<file path="src/rtl/swallow_divider.sv">
module swallow_divider #(
  parameter int N_W = 10,
  parameter int A_W = 7
) (
  input  logic           pre_clk,
  input  logic           rst_n,
  input  logic [N_W-1:0] n_lat,
  input  logic [A_W-1:0] a_lat,
  output logic           mod_sel,
  output logic           div_pulse
);
  localparam int PAD = N_W - A_W;

  logic [N_W-1:0] n_cnt, n_eff;
  logic [A_W-1:0] a_cnt, a_eff;
  logic           reload;

  assign n_eff  = (n_lat == '0) ? N_W'(1) : n_lat;
  assign a_eff  = ({{PAD{1'b0}}, a_lat} > n_eff) ? n_eff[A_W-1:0] : a_lat;
  assign reload = (n_cnt <= N_W'(1));

  always_ff @(posedge pre_clk or negedge rst_n) begin
    if (!rst_n) begin
      n_cnt <= '0;
      a_cnt <= '0;
    end else if (reload) begin
      n_cnt <= n_eff;
      a_cnt <= a_eff;
    end else begin
      n_cnt <= n_cnt - N_W'(1);
      if (a_cnt != '0) a_cnt <= a_cnt - A_W'(1);
    end
  end

  assign mod_sel   = (a_cnt != '0);
  assign div_pulse = (n_cnt == N_W'(1));

  p_idle_quiet_r1: assert property (@(posedge pre_clk) disable iff (!rst_n)
    (n_cnt == '0) |-> (!mod_sel && !div_pulse));

  p_count_down_r4: assert property (@(posedge pre_clk) disable iff (!rst_n)
    (n_cnt > N_W'(1)) |=> (n_cnt == $past(n_cnt) - N_W'(1)));

  p_a_hold_r3: assert property (@(posedge pre_clk) disable iff (!rst_n)
    (a_cnt == '0 && n_cnt > N_W'(1)) |=> (a_cnt == '0));

  p_a_within_n_r5: assert property (@(posedge pre_clk) disable iff (!rst_n)
    ({{PAD{1'b0}}, a_cnt} <= n_cnt));

  p_reload_sample_r7: assert property (@(posedge pre_clk) disable iff (!rst_n)
    div_pulse |=> (n_cnt == $past(n_eff) && a_cnt == $past(a_eff)));

  p_no_zero_load_r6: assert property (@(posedge pre_clk) disable iff (!rst_n)
    div_pulse |=> (n_cnt != '0));
endmodule

</file>
<file path="config.mk">
export PLATFORM = sky130hd
export DESIGN_NAME = swallow_divider
export DESIGN_NICKNAME = d
export VERILOG_FILES = /design/src/rtl/swallow_divider.sv
export SDC_FILE = /design/constraint.sdc
export NUM_CORES = 1
export LEC_CHECK = 0
export ABC_AREA = 0
export ABC_CLOCK_PERIOD_IN_PS = 1850
export BUFFER_PORTS_ARGS = -buffer_cell sky130_fd_sc_hd__buf_2
export CAP_MARGIN = 20
export CORE_ASPECT_RATIO = 0.9
export CORE_UTILIZATION = 49
export CTS_CLUSTER_DIAMETER = 120
export DETAILED_ROUTE_END_ITERATION = 16
export HOLD_SLACK_MARGIN = 0.15
export PLACE_DENSITY_LB_ADDON = 0.1
export SLEW_MARGIN = 0
export SYNTH_ARGS = -nofsm -noshare
export SYNTH_HDL_FRONTEND = slang
export SYNTH_SLANG_ARGS = --single-unit
</file>
<file path="constraint.sdc">
create_clock -name pre_clk -period 1.85 [get_ports pre_clk]
set_input_delay 0.0925 -clock pre_clk [delete_from_list [all_inputs] [get_ports pre_clk]]
set_output_delay 0.0925 -clock pre_clk [all_outputs]
set_load 0.005 [all_outputs]
</file>
* Yosys cells after proc, flatten, opt, wreduce, memory -nomap -nowiden
Cells that the tools add are included.
** Storage, ports and cells
- Register bits after elaboration :: 17
- Input bits :: 19
- Output and inout port bits :: 2
- Logic and storage cells :: 15
** Operators by class
- Add/subtract/negate cells :: 2
- Order comparisons :: 2
- Equal/unequal tests :: 1
- Muxes and demuxes :: 5
- Reductions and logical operators :: 3
** Operators with widths (count)
- $mux 7 :: 3
- $mux 10 :: 2
- $eq 10x1->1 const B :: 1
- $gt 7x10->1 :: 1
- $le 10x1->1 const B :: 1
- $logic_not 10->1 :: 1
- $sub 10x1->10 const B :: 1
- $reduce_bool 7->1 :: 1
- $sub 7x1->7 const B :: 1
- $reduce_bool 2->1 :: 1

* Logic depth before layout (Yosys ltp)
Gate-level depths: netlist of the first run.
- Word-level depth :: 5
- Gate-level depth with buffers :: 8
- Mapped depth without buffers :: 8

* Least setup slack after synthesis of the first run
Ideal clock, no wire load.
- Kind :: input to register
- Start :: input n_lat[3]
- End :: register a_cnt[1]
- Setup time :: 127 ps
- Data arrival time :: 1693 ps
- Path slack :: 30 ps
- Stages :: 8
- Buffers on the path :: 0
- Cell sequence :: nor4_1 -> a41o_1 -> ha_1 -> nand3_1 -> o221ai_1 -> a31oi_2 -> mux2i_1 -> mux2i_1
** Between the ends
- Cells in the longest elaborated chain, start to end :: 5
** RTL lines
- from (decl) :: RTL line 7 : input logic [N_W-1:0] n_lat,
- $logic_not 10->1 :: RTL line 18 : assign n_eff = (n_lat == '0) ? N_W'(1) : n_lat;
- $mux 10 * :: RTL line 18
- $gt 7x10->1 :: RTL line 19 : assign a_eff = ({{PAD{1'b0}}, a_lat} > n_eff) ? n_eff[A_W-1:0] : a_lat;
- $mux 7 * :: RTL line 19
- $mux 7 * :: RTL line 26 : end else if (reload) begin
- to (signal assigned) :: RTL line 31 : if (a_cnt != '0) a_cnt <= a_cnt - A_W'(1);
- to (decl) :: RTL line 15 : logic [A_W-1:0] a_cnt, a_eff;
Mark *: on every way between the ends. The rest lies on a longest branch, timed or not.
A chain may end at the register's enable or synchronous reset.

* Final worst setup path of the first run
- Start :: input a_lat[0]
- End :: register a_cnt[6]
** Between the ends
- Cells in the longest elaborated chain, start to end :: 3
** RTL lines
- from (decl) :: RTL line 8 : input logic [A_W-1:0] a_lat,
- $gt 7x10->1 :: RTL line 19
- $mux 7 :: RTL line 19
- $mux 7 :: RTL line 26
Every way passes these cells.

==> results of run 1 <==
==> cell type report <==
cell class | count | area, sq um
clock buffer | 4 | 26.28
fill | 174 | 590.6
inverter | 11 | 41.29
multi-input combinational | 98 | 757.0
sequential | 17 | 425.4
tap | 27 | 33.78
timing repair buffer | 46 | 347.8
==> registers in the layout, summed over array words and instances, names as in the netlist <==
register / count
a_cnt: 7
n_cnt: 10
==> Yosys cell counts (2+ instances only) <==
master,n
nand3_1,9
inv_1,11
ha_1,10
nand2_1,7
nor3_1,5
dfrtp_1,17
a21oi_1,8
buf_2,2
xor2_1,3
nor4_1,3
xnor2_1,8
o21ai_1,8
nor2_1,13
o21ai_0,2
mux2i_1,8
==> through the flow <==
| step | std cells | setup TNS, ns | hold WS [ns] | setup slack (ns) | util [%] |
|---|---|---|---|---|---|
| finish | 203 | 0 | 0.2054 | 0.06926 | 73.42 |
| global route | 203 | -0.03583 | 0.2097 | -0.01774 | 73.42 |
| CTS | 206 | 0 | 0.1654 | 0.01737 | 69.93 |
| detailed placement | 189 | -1.638 | 0.04726 | -0.2501 | 62.89 |
| global placement | 189 | -0.7487 | 0.04176 | -0.1201 | 62.89 |
| floorplan | 130 | 0 | -0.2031 | 0.02977 | - |
==> final timing paths <==
path / to / cells past startpoint
max: a_cnt[6] / 10
min: n_cnt[5] / 4
max reg2reg: n_cnt[6] / 5
min reg2reg: n_cnt[0] / 1
max in group asynchronous: a_cnt[0] / 2
min in group asynchronous: a_cnt[5] / 2
==> layer usage <==
layer | vias up | wire (um) | GRT usage (%)
met5 | - | 0 | 0
met4 | 0 | 43 | 5.263
met3 | 6 | 117 | 5.975
met2 | 32 | 1386 | 38.75
met1 | 518 | 1344 | 32.14
li1 | 553 | - | -
==> logic make-up after synthesis <==
group	Yosys count	share of synthesized area, %
and+or+nand+nor	42	17.67
muxes	8	6.853
DFF	17	36.40
xor gates and xnor gates	11	8.245
buffers and inverters	15	5.674
AOI/OAI and AO/OA	27	14.46
adders and majority gates	10	10.71
==> power by group through the flow <==
stage,clock network (mW),registers [mW],logic [mW]
after global placement,0,0.719,0.802
after floorplan,0,0.704,0.580
after detailed placement,0,0.728,0.827
after CTS,0.209,0.721,0.854
after global routing,0.231,0.757,0.990
final,0.203,0.734,0.879
==> worst register-to-register path, cell delays in order, from the launching register on <==
cell	delay (ns)
dfrtp_1	0.39
or4_4	0.54
a2111o_1	0.34
buf_6	0.17
nor2_1	0.11
a21oi_1	0.05
==> repair_timing <==
action / in CTS / in global routing
hold buffers: 13 / 0
endpoints found under the setup margin: 0 / 16
resized for setup: 0 / 12
endpoints found under the hold margin: 28 / 0
==> impl_metrics.yaml, run 1 <==
worst_setup_path:
  r2r-start: "n_cnt[5]"
  startpoint: "a_lat[0]"
  critPathMaxFanout: 4
  arrival_ns: 1.97
  critical_path.max_stage_delay_ns: 0.52
  end_kind: "flip-flop"
  worstPathBufferInverterCount: 4
  path_delay_family: "buffers and inverters"
  crit_type: "in2reg"
  required_ns: 2.04
  regToRegSetupSlack_ns: 0.13
  crit_chain: "dlygate4sd3_1, buf_2, inv_1, ha_1, nand3_1, o221ai_1, a31oi_2, buf_4, mux2i_1, o21ai_1"
  startpoint_type: "primary input"
  crit_slowest_cell: "dlygate4sd3_1"
power:
  p_switching_mw: 0.7089
  p_clk_share_pct: 11.2
  swShare_pct: 39.04
  p_total_mw: 1.816
  seq_power_share_pct: 40.4
  ir_drop_mv: 0.8615
  p_int_mw: 1.107
  p_leak_nw: 0.7614
  power_density_nw_per_um2: 1113
  p_comb_share_pct: 48.4
detailed_routing:
  dr.pass1.iters: 4
  vias_per_cell: 5.463
  route.antenna.remaining_nets: 0
  vias: 1109
  routed_wl_um: 2891
  wire_per_inst_um: 14.24
  drc: 0
  first_iter_violations: 30
logic_synthesis:
  syn-cell-area_sq_um: 1169
  synth_top_area_share_pct: 36.40
  async_flop_share_pct: 100.0
  synth-edff-count: 0
  yosys_warnings: 0
  yosysSeqAreaShare_pct: 36.40
  synthFlopType: "dfrtp_1"
  yosys-top-cells-area: "dfrtp_1 (36%), ha_1 (11%), mux2i_1 (6.9%)"
  avgSynthCellArea_sq_um: 8.989
  syn_inst: 130
  ys_ff_latch: 17
  yosys.area.top_type: "dfrtp_1"
  yosysUniqueCellTypes: 31
  syn-num-nets: 159
global_routing:
  grt_pass1_wl_um: 4595
  grt_max_degree: 18
  track_usage_pct: 24.11
  antenna_found_initial: 0
  grt_pass1_vias: 1101
  grt.overflow.total: 0
final_layout:
  area_growth_pct: 39.61
  nNetsFinal: 206
  postLayoutCellArea_sq_um: 1632
  final_layout_size_suffix_gt1_share_pct: 25.00
  final_cell_mix: "dfrtp_1 (17), buf_2 (17), buf_4 (14), nor2_1 (13)"
  diodes: 0
sta:
  max_freq_ghz: 0.5616
  slew_violations: 0
  finalHoldViolations: 0
  period_share_pct: 96.26
  min_period_ns: 1.781
  worstMarginPinSlew_ns: 0.3900
  fin_skew_ns: 0.0007455
  setup_viol: 0
  max_slew_margin_pct: 74.00
place:
  io_buffers: 20
  place_hpwl_um: 2072
  gp_congestion: 0.7939
  dpl_cell_area_sq_um: 1398
die:
  io_pins: 21
  rows: 16
  core_sq_um: 2222
  initial_core_util_pct: 52.59
  die-height_um: 48.33
  die_w_um: 53.48
  die_area_sq_um: 2584
hold_path:
  holdCritPathClass: "in2reg"
  min_from: "n_lat[5]"
flow_run:
  cap_viol_max_count: 0
clock_tree:
  clock_tree.buffer_depth: 2
  cts_tree: "built"
  cts_max_level: 1
  clkTransAtPathRegs_ns: 0.10
  insertion_delay_ns: 0.29
  clkSinkCount: 17
  clockRootBuffer: "clkbuf_4"
  cts_made_buffers: 3
  post_cts_buffers: 0
status:
  status: "finished, final reports clean"
(Power assumes the default switching activity.)
==> run 2: changes to the inputs <==
--- a/config.mk
+++ b/config.mk
@@ -14,7 +14,7 @@
 export CTS_CLUSTER_DIAMETER = 120
 export DETAILED_ROUTE_END_ITERATION = 16
 export HOLD_SLACK_MARGIN = 0.15
-export PLACE_DENSITY_LB_ADDON = 0.1
+export PLACE_DENSITY = 0.77
 export SLEW_MARGIN = 0
 export SYNTH_ARGS = -nofsm -noshare
 export SYNTH_HDL_FRONTEND = slang
==> impl_metrics.yaml, run 2 (synthesis gave the netlist of run 1 again) <==
sta:
  fin_skew_ns: 0.01671
  hold_slack_ns: 0.1799
  finalHoldViolations: 0
  fin_ws_ns: 0.03107
  period_share_pct: 98.32
  slew_violations: 0
  worstMarginPinSlew_ns: 0.4529
  max_freq_ghz: 0.5498
  setup_tns_ns: 0
  min_period_ns: 1.819
  max_slew_margin_pct: 69.62
  setup_viol: 0
die:
  rows: 16
  die_w_um: 53.48
  die_area_sq_um: 2584
  initial_core_util_pct: 52.59
  core_sq_um: 2222
  die-height_um: 48.33
  io_pins: 21
global_routing:
  antenna_found_initial: 0
  grt_max_degree: 22
  grt_pass1_vias: 1091
  grt_pass1_wl_um: 4954
  track_usage_pct: 26.41
  grt.overflow.total: 0
detailed_routing:
  drc: 0
  dr.pass1.iters: 4
  routed_wl_um: 3087
  vias: 1145
  route.antenna.remaining_nets: 0
  vias_per_cell: 5.613
  first_iter_violations: 40
  wire_per_inst_um: 15.13
worst_setup_path:
  crit_chain: "dlygate4sd3_1, ha_4, nand4_1, buf_4, o221ai_2, a31oi_4, buf_6, mux2i_2, o21ai_1"
  regToRegSetupSlack_ns: 0.13
  critical_path.max_stage_delay_ns: 0.67
  startpoint_type: "primary input"
  crit_type: "in2reg"
  arrival_ns: 2.01
  required_ns: 2.04
  path_delay_family: "buffers and inverters"
  crit_slowest_cell: "dlygate4sd3_1"
  critPathMaxFanout: 4
  end_kind: "flip-flop"
  worstPathBufferInverterCount: 3
final_layout:
  final_util_pct: 73.82
  area_growth_pct: 40.36
  nNetsFinal: 207
  largest_reg_flops: 10
  diodes: 0
  final_layout_size_suffix_gt1_share_pct: 26.55
  final_cell_mix: "dfrtp_1 (17), buf_2 (17), nor2_1 (13), dlygate4sd3_1 (13), buf_4 (13)"
  top_register: "n_cnt"
  reg_top3: "n_cnt (10), a_cnt (7)"
clock_tree:
  clockRootBuffer: "clkbuf_4"
  cts_made_buffers: 3
  cts_max_level: 1
  insertion_delay_ns: 0.31
  clock_tree.buffer_depth: 2
  clkTransAtPathRegs_ns: 0.10
  cts_tree: "built"
  clkSinkCount: 17
place:
  dp_slack_ns: -0.1806
  gp_congestion: 0.8030
  place_hpwl_um: 2115
  io_buffers: 20
power:
  p_total_mw: 1.837
  p_int_mw: 1.099
  p_leak_nw: 0.7620
  power_density_nw_per_um2: 1120
  seq_power_share_pct: 39.7
  ir_drop_mv: 0.8993
  swShare_pct: 40.17
  p_switching_mw: 0.7378
  p_comb_share_pct: 48.5
  p_clk_share_pct: 11.8
status:
  status: "finished, final reports clean"
hold_path:
  holdCritPathClass: "in2reg"
flow_run:
  cap_viol_max_count: 0
==> run 2: cell types whose count changed in the layout (fill, tap and decap cells not counted), sizes merged <==
cell | previous run | this run
dlygate4sd3 | 11 | 13
clkbuf | 4 | 3
dlymetal6s4s | 2 | 1
clkinv | 0 | 1
==> run 2: power groups by stage <==
stage	clock network (mW)	registers, mW	logic, mW
floorplan	0	0.704	0.580
global placement	0	0.714	0.786
detailed placement	0	0.724	0.819
CTS	0.218	0.718	0.849
global route	0.233	0.753	0.991
finish	0.217	0.729	0.891
==> run 2: metrics by stage <==
stage / cells / instance area (sq um)
final: 204 / 1640
after global routing: 204 / 1640
after CTS: 204 / 1555
after detailed placement: 186 / 1388
after global placement: 186 / 1388
after floorplan: 130 / 1169
==> run 2: what timing repair did <==
item / in CTS / in global routing
buffers inserted: 0 / 3
hold buffers: 14 / 0
endpoints found under the setup margin: 0 / 18
resized for setup: 0 / 12
hold endpoints to repair: 29 / 0
==> run 2: worst paths after layout <==
check / start / endpoint / depth (start not counted)
min in group asynchronous: rst_n / n_cnt[8] / 2
hold reg to reg: a_cnt[6] / a_cnt[6] / 2
hold / removal: n_lat[6] / n_cnt[6] / 4
setup / recovery: a_lat[4] / a_cnt[4] / 9
max in group asynchronous: rst_n / a_cnt[4] / 2
setup reg to reg: n_cnt[5] / a_cnt[3] / 5
==> run 2: cell type report <==
| class | count | area [sq um] |
|---|---|---|
| fillers | 145 | 581.8 |
| inverters | 11 | 41.29 |
| well taps | 27 | 33.78 |
| flip-flops and latches | 17 | 425.4 |
| clock inverters | 1 | 5.005 |
| multi-input cells | 98 | 744.5 |
| repair buffers | 47 | 367.9 |
| clock buffers | 3 | 22.52 |
==> run 2: worst register-to-register path, cell delays in order (launching register included) <==
cell and delay [ns]:
dfrtp_1 0.39, or4_4 0.54, a2111o_1 0.36, buf_12 0.18, nand3_1 0.08, o21ai_1 0.07
==> run 2: per-layer routing <==
layer	part of all wire, %	wire length [um]	track usage, %
met4	0.26	8	9.649
met1	43	1338	37.50
met5	0	0	0
met2	50	1536	38.96
met3	6.5	202	5.660
